**config.mk**
```make
export PLATFORM = sky130hd
export DESIGN_NAME = abus_link
export DESIGN_NICKNAME = d
export VERILOG_FILES = /design/src/rtl/abus_pkg.sv /design/src/rtl/abus_sync.sv /design/src/rtl/abus_master.sv /design/src/rtl/abus_slave.sv /design/src/rtl/abus_link.sv
export SDC_FILE = /design/constraint.sdc
export NUM_CORES = 1
export LEC_CHECK = 0
export BUFFER_PORTS_ARGS = -buffer_cell sky130_fd_sc_hd__buf_2
export CORE_MARGIN = 2
export CORE_UTILIZATION = 55
export CTS_BUF_LIST = sky130_fd_sc_hd__clkbuf_8
export DETAILED_ROUTE_END_ITERATION = 8
export PLACE_DENSITY_LB_ADDON = 0.12
export SLEW_MARGIN = 20
export SYNTH_ARGS = -nofsm -noshare
export SYNTH_HDL_FRONTEND = slang
export SYNTH_SLANG_ARGS = --single-unit
```
**constraint.sdc**
```tcl
create_clock -name clk_i -period 3.15 [get_ports clk_i]
set_input_delay 0.315 -clock clk_i [delete_from_list [all_inputs] [get_ports clk_i]]
set_output_delay 0.315 -clock clk_i [all_outputs]
set_load 0.02 [all_outputs]
```
**src/rtl/abus_pkg.sv**
```systemverilog
package abus_pkg;
  typedef enum logic [1:0] {M_IDLE, M_ADDR, M_REQ, M_DONE} m_state_e;
endpackage

```
**src/rtl/abus_sync.sv**
```systemverilog
module abus_sync #(
  parameter int STAGES = 2
) (
  input  logic clk_i,
  input  logic rst_ni,
  input  logic d_i,
  output logic q_o
);
  logic [STAGES-1:0] q;
  always_ff @(posedge clk_i or negedge rst_ni) begin
    if (!rst_ni) q <= '0;
    else         q <= {q[STAGES-2:0], d_i};
  end
  assign q_o = q[STAGES-1];
endmodule

```
**src/rtl/abus_master.sv**
```systemverilog
module abus_master
  import abus_pkg::*;
#(
  parameter int W       = 8,
  parameter int DECODE  = 2,
  parameter int TIMEOUT = 16,
  parameter int SYNC    = 2
) (
  input  logic         clk_i,
  input  logic         rst_ni,
  input  logic         cmd_valid_i,
  input  logic         cmd_write_i,
  input  logic [W-1:0] cmd_addr_i,
  input  logic [W-1:0] cmd_wdata_i,
  output logic         cmd_ready_o,
  output logic         rsp_valid_o,
  output logic [W-1:0] rsp_rdata_o,
  output logic         rsp_err_o,
  input  logic [W-1:0] lines_i,
  output logic [W-1:0] lines_o,
  output logic         lines_oe_o,
  output logic         astb_o,
  output logic         dir_o,
  output logic         req_o,
  input  logic         ack_i
);
  localparam int CW = $clog2(DECODE + TIMEOUT + 1);

  m_state_e       state_q;
  logic [CW-1:0]  cnt_q;
  logic [W-1:0]   addr_q, wdata_q, rdata_q;
  logic           wr_q, err_q, rsp_q;
  logic           ack_s;

  abus_sync #(.STAGES(SYNC)) u_ack_sync (
    .clk_i(clk_i), .rst_ni(rst_ni), .d_i(ack_i), .q_o(ack_s)
  );

  always_ff @(posedge clk_i or negedge rst_ni) begin
    if (!rst_ni) begin
      state_q <= M_IDLE;
      cnt_q   <= '0;
      addr_q  <= '0;
      wdata_q <= '0;
      rdata_q <= '0;
      wr_q    <= 1'b0;
      err_q   <= 1'b0;
      rsp_q   <= 1'b0;
    end else begin
      rsp_q <= 1'b0;
      unique case (state_q)
        M_IDLE: if (cmd_valid_i && !ack_s) begin
          addr_q  <= cmd_addr_i;
          wdata_q <= cmd_wdata_i;
          wr_q    <= cmd_write_i;
          err_q   <= 1'b0;
          cnt_q   <= '0;
          state_q <= M_ADDR;
        end
        M_ADDR: if (cnt_q == CW'(DECODE - 1)) begin
          cnt_q   <= '0;
          state_q <= M_REQ;
        end else begin
          cnt_q <= cnt_q + 1'b1;
        end
        M_REQ: if (ack_s) begin
          if (!wr_q) rdata_q <= lines_i;  // capture while dropping request
          state_q <= M_DONE;
        end else if (cnt_q == CW'(TIMEOUT - 1)) begin
          err_q   <= 1'b1;
          state_q <= M_DONE;
        end else begin
          cnt_q <= cnt_q + 1'b1;
        end
        M_DONE: if (!ack_s) begin
          rsp_q   <= 1'b1;
          state_q <= M_IDLE;
        end
        default: state_q <= M_IDLE;
      endcase
    end
  end

  assign cmd_ready_o = (state_q == M_IDLE) && !ack_s;
  assign rsp_valid_o = rsp_q;
  assign rsp_rdata_o = rdata_q;
  assign rsp_err_o   = err_q;
  assign astb_o      = (state_q == M_ADDR);
  assign req_o       = (state_q == M_REQ);
  assign dir_o       = wr_q && (state_q != M_IDLE);
  assign lines_oe_o  = astb_o || (req_o && wr_q);
  assign lines_o     = astb_o ? addr_q : (lines_oe_o ? wdata_q : '0);

  assert_req_after_decode_R2: assert property (@(posedge clk_i) disable iff (!rst_ni)
    $rose(req_o) |-> $past(astb_o));
  assert_addr_stable_R2: assert property (@(posedge clk_i) disable iff (!rst_ni)
    (astb_o && $past(astb_o)) |-> $stable(lines_o));
  assert_req_release_R5: assert property (@(posedge clk_i) disable iff (!rst_ni)
    $fell(req_o) |-> ($past(ack_s) || rsp_err_o));
  assert_start_ack_low_R6: assert property (@(posedge clk_i) disable iff (!rst_ni)
    $rose(astb_o) |-> !$past(ack_s));
  assert_rsp_pulse_R9: assert property (@(posedge clk_i) disable iff (!rst_ni)
    rsp_valid_o |=> !rsp_valid_o);
endmodule

```
**src/rtl/abus_slave.sv**
```systemverilog
module abus_slave #(
  parameter int          W     = 8,
  parameter int          NREGS = 4,
  parameter logic [W-1:0] BASE = 8'h40,
  parameter int          SYNC  = 2
) (
  input  logic         clk_i,
  input  logic         rst_ni,
  input  logic [W-1:0] lines_i,
  output logic [W-1:0] lines_o,
  output logic         lines_oe_o,
  input  logic         astb_i,
  input  logic         dir_i,
  input  logic         req_i,
  output logic         ack_o
);
  localparam int IW = $clog2(NREGS);

  logic [W-1:0]  regs_q [NREGS];
  logic [W-1:0]  addr_q;
  logic          wr_q, ack_q, req_s, hit;
  logic [IW-1:0] idx;

  abus_sync #(.STAGES(SYNC)) u_req_sync (
    .clk_i(clk_i), .rst_ni(rst_ni), .d_i(req_i), .q_o(req_s)
  );

  assign idx = addr_q[IW-1:0];
  assign hit = (addr_q[W-1:IW] == BASE[W-1:IW]);

  always_ff @(posedge clk_i or negedge rst_ni) begin
    if (!rst_ni) begin
      addr_q <= '0;
      wr_q   <= 1'b0;
      ack_q  <= 1'b0;
      for (int i = 0; i < NREGS; i++) regs_q[i] <= '0;
    end else begin
      if (astb_i) begin
        addr_q <= lines_i;
        wr_q   <= dir_i;
      end
      if (!ack_q && req_s && hit) begin
        ack_q <= 1'b1;
        if (wr_q) regs_q[idx] <= lines_i;
      end else if (ack_q && !req_s) begin
        ack_q <= 1'b0;
      end
    end
  end

  assign ack_o      = ack_q;
  assign lines_oe_o = ack_q && !wr_q;
  assign lines_o    = lines_oe_o ? regs_q[idx] : '0;

  assert_ack_rise_R5: assert property (@(posedge clk_i) disable iff (!rst_ni)
    $rose(ack_o) |-> $past(req_s));
  assert_ack_fall_R5: assert property (@(posedge clk_i) disable iff (!rst_ni)
    $fell(ack_o) |-> !$past(req_s));
  assert_ack_needs_req_R10: assert property (@(posedge clk_i) disable iff (!rst_ni)
    $rose(ack_o) |-> $past(req_i, 2));
endmodule

```
**src/rtl/abus_link.sv**
```systemverilog
module abus_link #(
  parameter int           W       = 8,
  parameter int           DECODE  = 2,
  parameter int           TIMEOUT = 16,
  parameter int           NREGS   = 4,
  parameter logic [W-1:0] BASE    = 8'h40
) (
  input  logic         clk_i,
  input  logic         rst_ni,
  input  logic         cmd_valid_i,
  input  logic         cmd_write_i,
  input  logic [W-1:0] cmd_addr_i,
  input  logic [W-1:0] cmd_wdata_i,
  output logic         cmd_ready_o,
  output logic         rsp_valid_o,
  output logic [W-1:0] rsp_rdata_o,
  output logic         rsp_err_o,
  output logic [W-1:0] bus_lines_o,
  output logic         bus_astb_o,
  output logic         bus_dir_o,
  output logic         bus_req_o,
  output logic         bus_ack_o
);
  logic [W-1:0] m_lines, s_lines, lines;
  logic         m_oe, s_oe, astb, dir, req, ack;

  abus_master #(.W(W), .DECODE(DECODE), .TIMEOUT(TIMEOUT)) u_master (
    .clk_i(clk_i), .rst_ni(rst_ni),
    .cmd_valid_i(cmd_valid_i), .cmd_write_i(cmd_write_i),
    .cmd_addr_i(cmd_addr_i), .cmd_wdata_i(cmd_wdata_i),
    .cmd_ready_o(cmd_ready_o), .rsp_valid_o(rsp_valid_o),
    .rsp_rdata_o(rsp_rdata_o), .rsp_err_o(rsp_err_o),
    .lines_i(lines), .lines_o(m_lines), .lines_oe_o(m_oe),
    .astb_o(astb), .dir_o(dir), .req_o(req), .ack_i(ack)
  );

  abus_slave #(.W(W), .NREGS(NREGS), .BASE(BASE)) u_slave (
    .clk_i(clk_i), .rst_ni(rst_ni),
    .lines_i(lines), .lines_o(s_lines), .lines_oe_o(s_oe),
    .astb_i(astb), .dir_i(dir), .req_i(req), .ack_o(ack)
  );

  // shared lines: whichever side is enabled drives, idle level zero
  assign lines = m_oe ? m_lines : (s_oe ? s_lines : '0);

  assign bus_lines_o = lines;
  assign bus_astb_o  = astb;
  assign bus_dir_o   = dir;
  assign bus_req_o   = req;
  assign bus_ack_o   = ack;

  assert_single_driver_R8: assert property (@(posedge clk_i) disable iff (!rst_ni)
    !(m_oe && s_oe));
endmodule

```
-- Yosys cells after proc, flatten, opt, wreduce, memory -nomap -nowiden
Index checks and enable logic that the tools add are counted.
- word-level logic and storage cells: 88
- input port bits: 20
- bits in registers: 80
- output and inout port bits: 23
- reduce and logical (&&, ||, !) cells: 25
- bitwise logic cells: 2
- add/sub/neg operators: 1
- eq/ne operators: 13
- mux-type cells: 28
- magnitude comparators: 2
- operators with widths (operator ; count):
    8-bit 2-to-1 mux ; 6
    32-bit bitwise mux ; 1
    5-bit 2-to-1 mux ; 4
    8-bit binary-select mux with 2-bit select ; 1
    8-bit demux with 2-bit select ; 1
    5-bit one-hot mux with 3 select lines ; 1
    4-bit AND reduction ; 3
    2-bit 2-to-1 mux ; 5
    2-bit inequality test, second input constant ; 5
    1-bit logical AND ; 9
    2-bit one-hot mux with 4 select lines ; 1
    1-bit 2-to-1 mux ; 7
    6-bit by 5-bit equality test with 1-bit output, second input constant ; 1
    2-bit nonzero test ; 3
    5-bit by 1-bit adder with 5-bit output, second input constant ; 1
    5-bit by 1-bit equality test with 1-bit output, second input constant ; 1
    5-bit by 4-bit equality test with 1-bit output, second input constant ; 1
    2-bit equality test, second input constant ; 2
    1-bit zero test ; 4
    2-bit AND reduction ; 2
    3-bit greater-or-equal comparator, second input constant ; 1
    3-bit by 1-bit < comparator with 1-bit output, second input constant ; 1
    3-bit inequality test, second input constant ; 1
    2-bit NOT with 3-bit output ; 1
    8 further kinds ; 8

-- Logic depth before layout (Yosys ltp)
Gate-level depths: netlist of the first run.
- word-level depth: 7
- gate-level depth with buffers: 8
- mapped depth without buffers: 8

-- Hierarchy
A second synthesis of the first run with hierarchy kept.
- cell total of the unflattened synthesis: 272
- area, all modules: 3764.9 um2
- by module, submodules not included (module ; cells an instance ; sequential area each (um2) ; area an instance (um2) ; times used):
    abus_slave ; 120 ; 1051.0 ; 1915.6 ; 1
    abus_master ; 134 ; 850.8 ; 1646.6 ; 1
    abus_link ; 14 ; 0.0 ; 102.6 ; 1
    abus_sync ; 2 ; 50.0 ; 50.0 ; 2

-- Worst setup path after synthesis of the first run
No wires, ideal clock.
- kind: flip-flop to flip-flop
- start point: register u_master.state_q[0]
- end point: register u_slave.regs_q[0] (netlist bit)
- library setup time: 0.067 ns
- cell stages (with the launch flop): 8
- period minus slack after synthesis: 2.060 ns
- buffers on the path: 1
- data arrival time: 1.993 ns
- required time: 3.083 ns
- setup slack: 1.090 ns
- cell sequence: dfrtp_1 -> inv_1 -> ha_1 -> a21oi_2 -> buf_2 -> nand3_1 -> o21ai_1 -> mux2_2
- word-level cells in the longest chain between the ends: 5
- elaborated cells between the ends (all ways): 7
- classes of those cells: 2 x eq/ne; 3 x mux; 2 x reduce/logical
- ends and longest elaborated chain (item ; line ; source):
    from (decl) ; abus_master.sv:29 ; m_state_e state_q;
    from (signal assigned) ; abus_master.sv:41 ; state_q <= M_IDLE;
    from (signal assigned) ; abus_master.sv:58 ; state_q <= M_ADDR;
    from (signal assigned) ; abus_master.sv:62 ; state_q <= M_REQ;
    2-bit equality test ; abus_master.sv:89 ; assign req_o = (state_q == M_REQ);
    named net bus_req_o ; abus_link.sv:21 ; output logic bus_req_o,
    1-bit logical AND ; abus_master.sv:91 ; assign lines_oe_o = astb_o || (req_o && wr_q);
    1-bit logical OR ; abus_master.sv:91 ;
    8-bit 2-to-1 mux ; abus_link.sv:44 ; assign lines = m_oe ? m_lines : (s_oe ? s_lines : '0);
    named net bus_lines_o[0] ; abus_link.sv:18 ; output logic [W-1:0] bus_lines_o,
    32-bit bitwise mux ; abus_slave.sv:44 ; if (wr_q) regs_q[idx] <= lines_i;
    to (signal, indexed assignment) ; abus_slave.sv:44 ;
    to (decl) ; abus_slave.sv:19 ; logic [W-1:0] regs_q [NREGS];
The timed path passes the listed nets, and every way through them passes these cells.
A chain may end at the register's enable or synchronous reset.

-- Worst setup path after layout of the first run
- start point: register u_master.state_q[1]
- end point: output bus_lines_o[3]
- word-level cells in the longest chain between the ends: 4
- elaborated cells between the ends (all ways): 6
- classes of those cells: 2 x eq/ne; 2 x mux; 2 x reduce/logical
- ends and longest elaborated chain (item ; line):
    2-bit equality test ; abus_master.sv:89
    1-bit logical AND ; abus_master.sv:91
    1-bit logical OR ; abus_master.sv:91
    8-bit 2-to-1 mux (*) ; abus_link.sv:44
    to (decl) ; abus_link.sv:18
Mark *: on every way between the ends. The rest lies on a longest branch, timed or not.

==> results of run 1 <==
## worst max-delay path by stage
stage / endpoint / slack (ns) / cells after the start
4_1_cts: bus_lines_o[3] / 0.45 / 6
3_5_place_dp: bus_lines_o[3] / 0.87 / 6
2_1_floorplan: u_slave.regs_q[0] / 1.09 / 7
3_3_place_gp: bus_lines_o[2] / 0.97 / 6
6_report: bus_lines_o[3] / 0.49 / 6
5_1_grt: bus_lines_o[3] / 0.27 / 6
## layer usage
metal  part of all wire (%)  GRT usage [%]  wire length, um  vias up
met5                      0              0                0        -
li1                       -              -                -     1023
met1                     48           29.4             3200     1068
met3                    3.5           4.09              236       11
met2                     47           30.0             3150       36
met4                    2.1           9.96              142        0
## metrics by stage
| step | hold slack, ns | utilization (%) | cell area, um^2 |
|---|---|---|---|
| final | -0.00406 | 64.6 | 4100 |
| after global routing | 0.0449 | 64.6 | 4100 |
| after CTS | 0.157 | 64.5 | 4100 |
| after detailed placement | 0.335 | 61.2 | 3880 |
| after global placement | 0.333 | 61.2 | 3880 |
| after floorplan | 0.0194 | - | 3620 |
## state kept, by name (all words and copies together), names as in the netlist
register / cells
u_master.addr_q: 8
u_master.cnt_q: 5
u_master.rsp_err_o: 1
u_master.rsp_rdata_o: 8
u_master.rsp_valid_o: 1
u_master.state_q: 2
u_master.u_ack_sync.q: 2
u_master.wdata_q: 8
u_master.wr_q: 1
u_slave.ack_o: 1
u_slave.addr_q: 8
u_slave.regs_q: 32
u_slave.u_req_sync.q: 2
u_slave.wr_q: 1
## cells in the mapped netlist (4+ instances only)
library cell,count
nand2_1,10
o21ai_0,6
buf_2,5
nor2b_1,5
a21oi_1,4
mux4_2,8
mux2_2,63
mux2i_1,6
dfrtp_1,80
o21ai_1,6
ha_1,8
nand3_1,10
inv_1,11
nand2b_1,5
## cells by family after synthesis
family | synth area share (%)
buffers and inverters | 2.66
adders and majority gates | 2.77
and+or+nand+nor | 7.27
muxes | 26.9
AOI/OAI and AO/OA | 5.05
DFF | 55.4
## power groups by stage
stage                     combinational (uW)  sequential (uW)  clock (uW)
after detailed placement                1230             1530           0
final                                   1220             1510         808
after CTS                               1240             1520         829
after floorplan                          969             1420           0
after global placement                  1210             1530           0
after global routing                    1350             1550         878
## final cells by class
cell class                      instances  share of cell area (%)
Sequential cell                        80                    48.8
Multi-Input combinational cell        158                    37.0
Timing Repair Buffer                   44                    5.64
Clock buffer                            9                    3.02
Tap cell                               77                    2.35
Clock inverter                          7                    2.17
Inverter                               11                    1.01
==> impl_metrics.env, run 1 <==
export IMPL_status="finished, violations left"
export IMPL_violations="negative hold slack"
export IMPL_place_worst_setup_slack_ns=0.868
export IMPL_r2r_start="u_master.state_q[1]"
export IMPL_p_seq_share_pct=42.7
export IMPL_crit_family="buffers and inverters"
export IMPL_finClkSkew_ns=0.00830
export IMPL_synth_sequential_area_ratio_pct=55.4
export IMPL_dieHeight_um=85.1
export IMPL_tightest_slew_ns=0.737
export IMPL_clkTransAtPathRegs_ns=0.08
export IMPL_synth_edff_count=0
export IMPL_die_w_um=85.1
export IMPL_fmax_ghz=0.376
export IMPL_htree_levels=3
export IMPL_fin_setup_tns_ns=0
export IMPL_slew_headroom_pct=50.8
export IMPL_ys_flop_type="dfrtp_1"
export IMPL_pin_count=43
export IMPL_post_cts_buffers=0
export IMPL_cp_required_ns=2.83
export IMPL_n_antenna_cell=0
export IMPL_drv_slew=0
export IMPL_p_int_uw=2260
export IMPL_hp_class="primary input to asynchronous set/reset pin"
export IMPL_cp_start_kind="flop"
export IMPL_setup_worst_path_start="u_master.state_q[1]"
export IMPL_wl_per_cell_um=17.4
export IMPL_synthCells=258
export IMPL_hpwl_um=4590
export IMPL_synth_top_area_share_pct=55.4
export IMPL_crit_slowest_cell="ha_1"
export IMPL_worstSetupPathType="flop to primary output"
export IMPL_p_total_uw=3540
export IMPL_r2r_end="u_slave.regs_q[3]"
export IMPL_fin_nets=332
export IMPL_ir_worst_vdd_mv=0.511
export IMPL_clockPowerShare_pct=22.8
export IMPL_synthTopCellsByArea="dfrtp_1, mux2_2, mux4_2"
export IMPL_grt_usage_pct=20.5
export IMPL_fill_cells=477
export IMPL_gp_congestion=0.753
export IMPL_max_stage_delay_ns=0.49
export IMPL_fp_dieArea_mm2=0.00724
export IMPL_pwr_share_comb_pct=34.5
export IMPL_first_iter_violations=123
export IMPL_cp_arrival_ns=2.35
export IMPL_grt_max_degree=81
export IMPL_swShare_pct=36.2
export IMPL_hold_buffers=0
export IMPL_drtPass1Iterations=4
export IMPL_reg2regPathDepth=6
export IMPL_clk_latency_ns=0.35
export IMPL_instances_no_fill=386
export IMPL_hold_slack_ns=-0.00406
export IMPL_setup_viol=0
export IMPL_drc=0
export IMPL_drive_gt1_share_pct=44.3
export IMPL_vias_per_cell=5.54
export IMPL_avgSynthCellArea_um2=14.0
export IMPL_rrSetupSlack_ns=1.01
export IMPL_clock_sinks=80
export IMPL_power_density_mw_per_mm2=863
export IMPL_synth_fp_nets=286
export IMPL_power_leakage_uw=0.00200
export IMPL_switchingPower_uw=1280
export IMPL_core_area_mm2=0.00635
export IMPL_yosysTopAreaCell="dfrtp_1"
export IMPL_min_period_ns=2.66
export IMPL_syn2layout_area_growth_pct=13.4
export IMPL_ys_async_sr_fraction_pct=100
export IMPL_placed_cells=370
export IMPL_finalCritPeriodShare_pct=84.5
export IMPL_rsz0062_at_grt="false"
export IMPL_grt_antenna_before_repair=0
export IMPL_via_count=2138
export IMPL_grt_pass1_vias=2060
export IMPL_clockBufferDepth=2
export IMPL_finalHoldViolCount=9
export IMPL_cts_inserted_buffers=9
export IMPL_cts_resized=0
export IMPL_yosysWarnings=0
export IMPL_netlist_area_mm2=0.00362
export IMPL_yosys_register_bits=80
export IMPL_ant_nets=0
export IMPL_synth_cell_types=37
export IMPL_initial_core_util_pct=56.9
export IMPL_layout_common_cells="dfrtp_1, mux2_2, buf_2"
export IMPL_end_kind="primary output"
export IMPL_worst_slack_ns=0.489
export IMPL_drv_cap=0
export IMPL_worst_path_max_fanout=14
export IMPL_grt_pass1_wl_um=11000
export IMPL_cp_cell_sequence="inv_1, ha_1, buf_4, mux2i_1, o21ai_1, buf_2"
export IMPL_num_rows=29
export IMPL_cp_buffers_inverters=3
export IMPL_tritoncts="built"
export IMPL_overflow=0
export IMPL_root_buffer="clkbuf_8"
export IMPL_final_common_cell="dfrtp_1"
export IMPL_port_buffer_count=42
export IMPL_routed_wl_um=6720
export IMPL_register_area_mm2=0.00200
export IMPL_multi_input_area_mm2=0.00152
(Power assumes the default switching activity.)
==> inputs of run 2 (changes only) <==
Settings changed: CORE_UTILIZATION 55 to 54.
Clock period 3.15 ns to 2.4 ns, I/O delays scaled along.
==> run 2 against run 1 <==
Effect of this change: the flow now finishes without violations; wire length fell by 1.6%; critical endpoint is now bus_lines_o[1]; first-iteration DRC count fell by 42%; combinational power rose by 42%.
==> impl_metrics.env, run 2 (synthesis results as in run 1) <==
export IMPL_status="finished, final reports clean"
export IMPL_power_density_mw_per_mm2=1140
export IMPL_p_total_uw=4810
export IMPL_cp_arrival_ns=2.03
export IMPL_root_buffer="clkbuf_8"
export IMPL_clock_sinks=80
export IMPL_syn2layout_area_growth_pct=17.0
export IMPL_drv_slew=0
export IMPL_clk_latency_ns=0.34
export IMPL_grt_pass1_vias=2233
export IMPL_design_area_mm2=0.00423
export IMPL_r2r_start="u_master.cnt_q[0]"
export IMPL_grt_usage_pct=20.1
export IMPL_gp_congestion=0.791
export IMPL_num_rows=29
export IMPL_finalHoldViolCount=0
export IMPL_fill_cells=497
export IMPL_htree_levels=3
export IMPL_fin_nets=339
export IMPL_cp_start_kind="flop"
export IMPL_register_area_mm2=0.00200
export IMPL_die_w_um=85.8
export IMPL_overflow=0
export IMPL_first_iter_violations=71
export IMPL_cp_required_ns=2.16
export IMPL_tightest_slew_ns=0.631
export IMPL_grt_pass1_wl_um=11100
export IMPL_cts_inserted_buffers=9
export IMPL_slew_headroom_pct=58.0
export IMPL_final_common_cell="dfrtp_1"
export IMPL_initial_core_util_pct=56.3
export IMPL_grt_antenna_before_repair=0
export IMPL_ir_worst_vdd_mv=0.702
export IMPL_hpwl_um=4550
export IMPL_min_period_ns=2.27
export IMPL_worstSetupPathType="flop to primary output"
export IMPL_wl_per_cell_um=16.8
export IMPL_setup_worst_path_start="u_master.state_q[1]"
export IMPL_regMostFlops="u_slave.regs_q"
export IMPL_core_area_mm2=0.00642
export IMPL_dieHeight_um=85.8
export IMPL_end_kind="primary output"
export IMPL_vias_per_cell=5.59
export IMPL_grt_max_degree=50
export IMPL_pin_count=43
export IMPL_n_antenna_cell=0
export IMPL_min_from="cmd_addr_i[2]"
export IMPL_drc=0
export IMPL_layout_common_cells="dfrtp_1, mux2_2, buf_2"
export IMPL_fp_dieArea_mm2=0.00737
export IMPL_finalCritPeriodShare_pct=94.5
export IMPL_setup_viol=0
export IMPL_finClkSkew_ns=0.0112
export IMPL_worst_path_max_fanout=11
export IMPL_hp_class="primary input to flop"
export IMPL_clkTransAtPathRegs_ns=0.07
export IMPL_drtPass1Iterations=7
export IMPL_hold_slack_ns=0.132
export IMPL_routed_wl_um=6610
export IMPL_multi_input_area_mm2=0.00156
export IMPL_via_count=2196
export IMPL_largest_reg_flops=32
export IMPL_rsz0062_at_grt="false"
export IMPL_dpl_cell_area_mm2=0.00394
export IMPL_port_buffer_count=42
export IMPL_drv_cap=0
export IMPL_fmax_ghz=0.441
export IMPL_power_leakage_uw=0.00206
export IMPL_drive_gt1_share_pct=48.4
export IMPL_clockBufferDepth=2
export IMPL_fin_setup_tns_ns=0
export IMPL_tritoncts="built"
export IMPL_ant_nets=0
[run 2: changes by cell type in the layout (fill, tap and decap cells not counted), moves of 2 or more]
cell	before	now
o21ai_2	2	8
dfrtp_1	80	78
dfrtp_2	0	2
ha_1	8	6
o21ai_1	6	0
buf_4	2	7
clkbuf_8	9	12
[run 2: layout make-up]
| type | instances | area share (%) |
|---|---|---|
| timing repair buffer | 51 | 7.07 |
| inverter | 11 | 0.976 |
| clock inverter | 4 | 1.60 |
| tap | 77 | 2.28 |
| multi-input combinational | 158 | 36.8 |
| sequential | 80 | 47.4 |
| clock buffer | 12 | 3.91 |
[run 2: where the power goes]
| part | leakage (uW) | switching, uW | internal [uW] |
|---|---|---|---|
| sequential | 0.00105 | 292 | 1670 |
| combinational | 0.000881 | 941 | 787 |
| clock | 0.000125 | 454 | 665 |
[run 2: worst max-delay path, stage by stage (launching register included)]
cell	delay, ns
dfrtp_1	0.44
inv_1	0.14
ha_4	0.19
buf_4	0.20
nand2_1	0.08
a21boi_0	0.15
o21ai_2	0.28
buf_2	0.22
[run 2: what timing repair did]
item,in CTS,in global routing
gates resized for setup,3,9
setup buffers,0,1
hold endpoints to repair,48,0
pin swaps,0,1
hold buffers,1,0
setup endpoints to repair,3,8
[run 2: stage by stage]
stage	setup WS [ns]	std cells	utilization, %
CTS	-0.00534	392	65.2
global route	0.0261	393	65.8
floorplan	0.340	258	-
finish	0.133	393	65.8
global placement	0.311	375	61.3
detailed placement	0.312	375	61.3
[run 2: path summary, 6_finish.rpt]
check                                     endpoint  slack [ns]  depth (start not counted)
setup / recovery                    bus_lines_o[1]        0.13                          7
hold / removal                  u_master.addr_q[2]        0.13                          2
setup reg to reg                 u_master.cnt_q[0]        0.39                          8
hold reg to reg            u_slave.u_req_sync.q[1]        0.36                          0
max in group asynchronous      u_master.state_q[0]        1.31                          3
min in group asynchronous       u_slave.regs_q[30]        0.47                          2
[run 2: layer usage]
layer | vias up | part of all wire, % | global-route usage [%]
met5 | - | 0 | 0
met4 | 0 | 1.7 | 9.38
met3 | 8 | 2.7 | 3.85
met2 | 37 | 50 | 32.6
met1 | 1110 | 46 | 26.5
li1 | 1041 | - | -
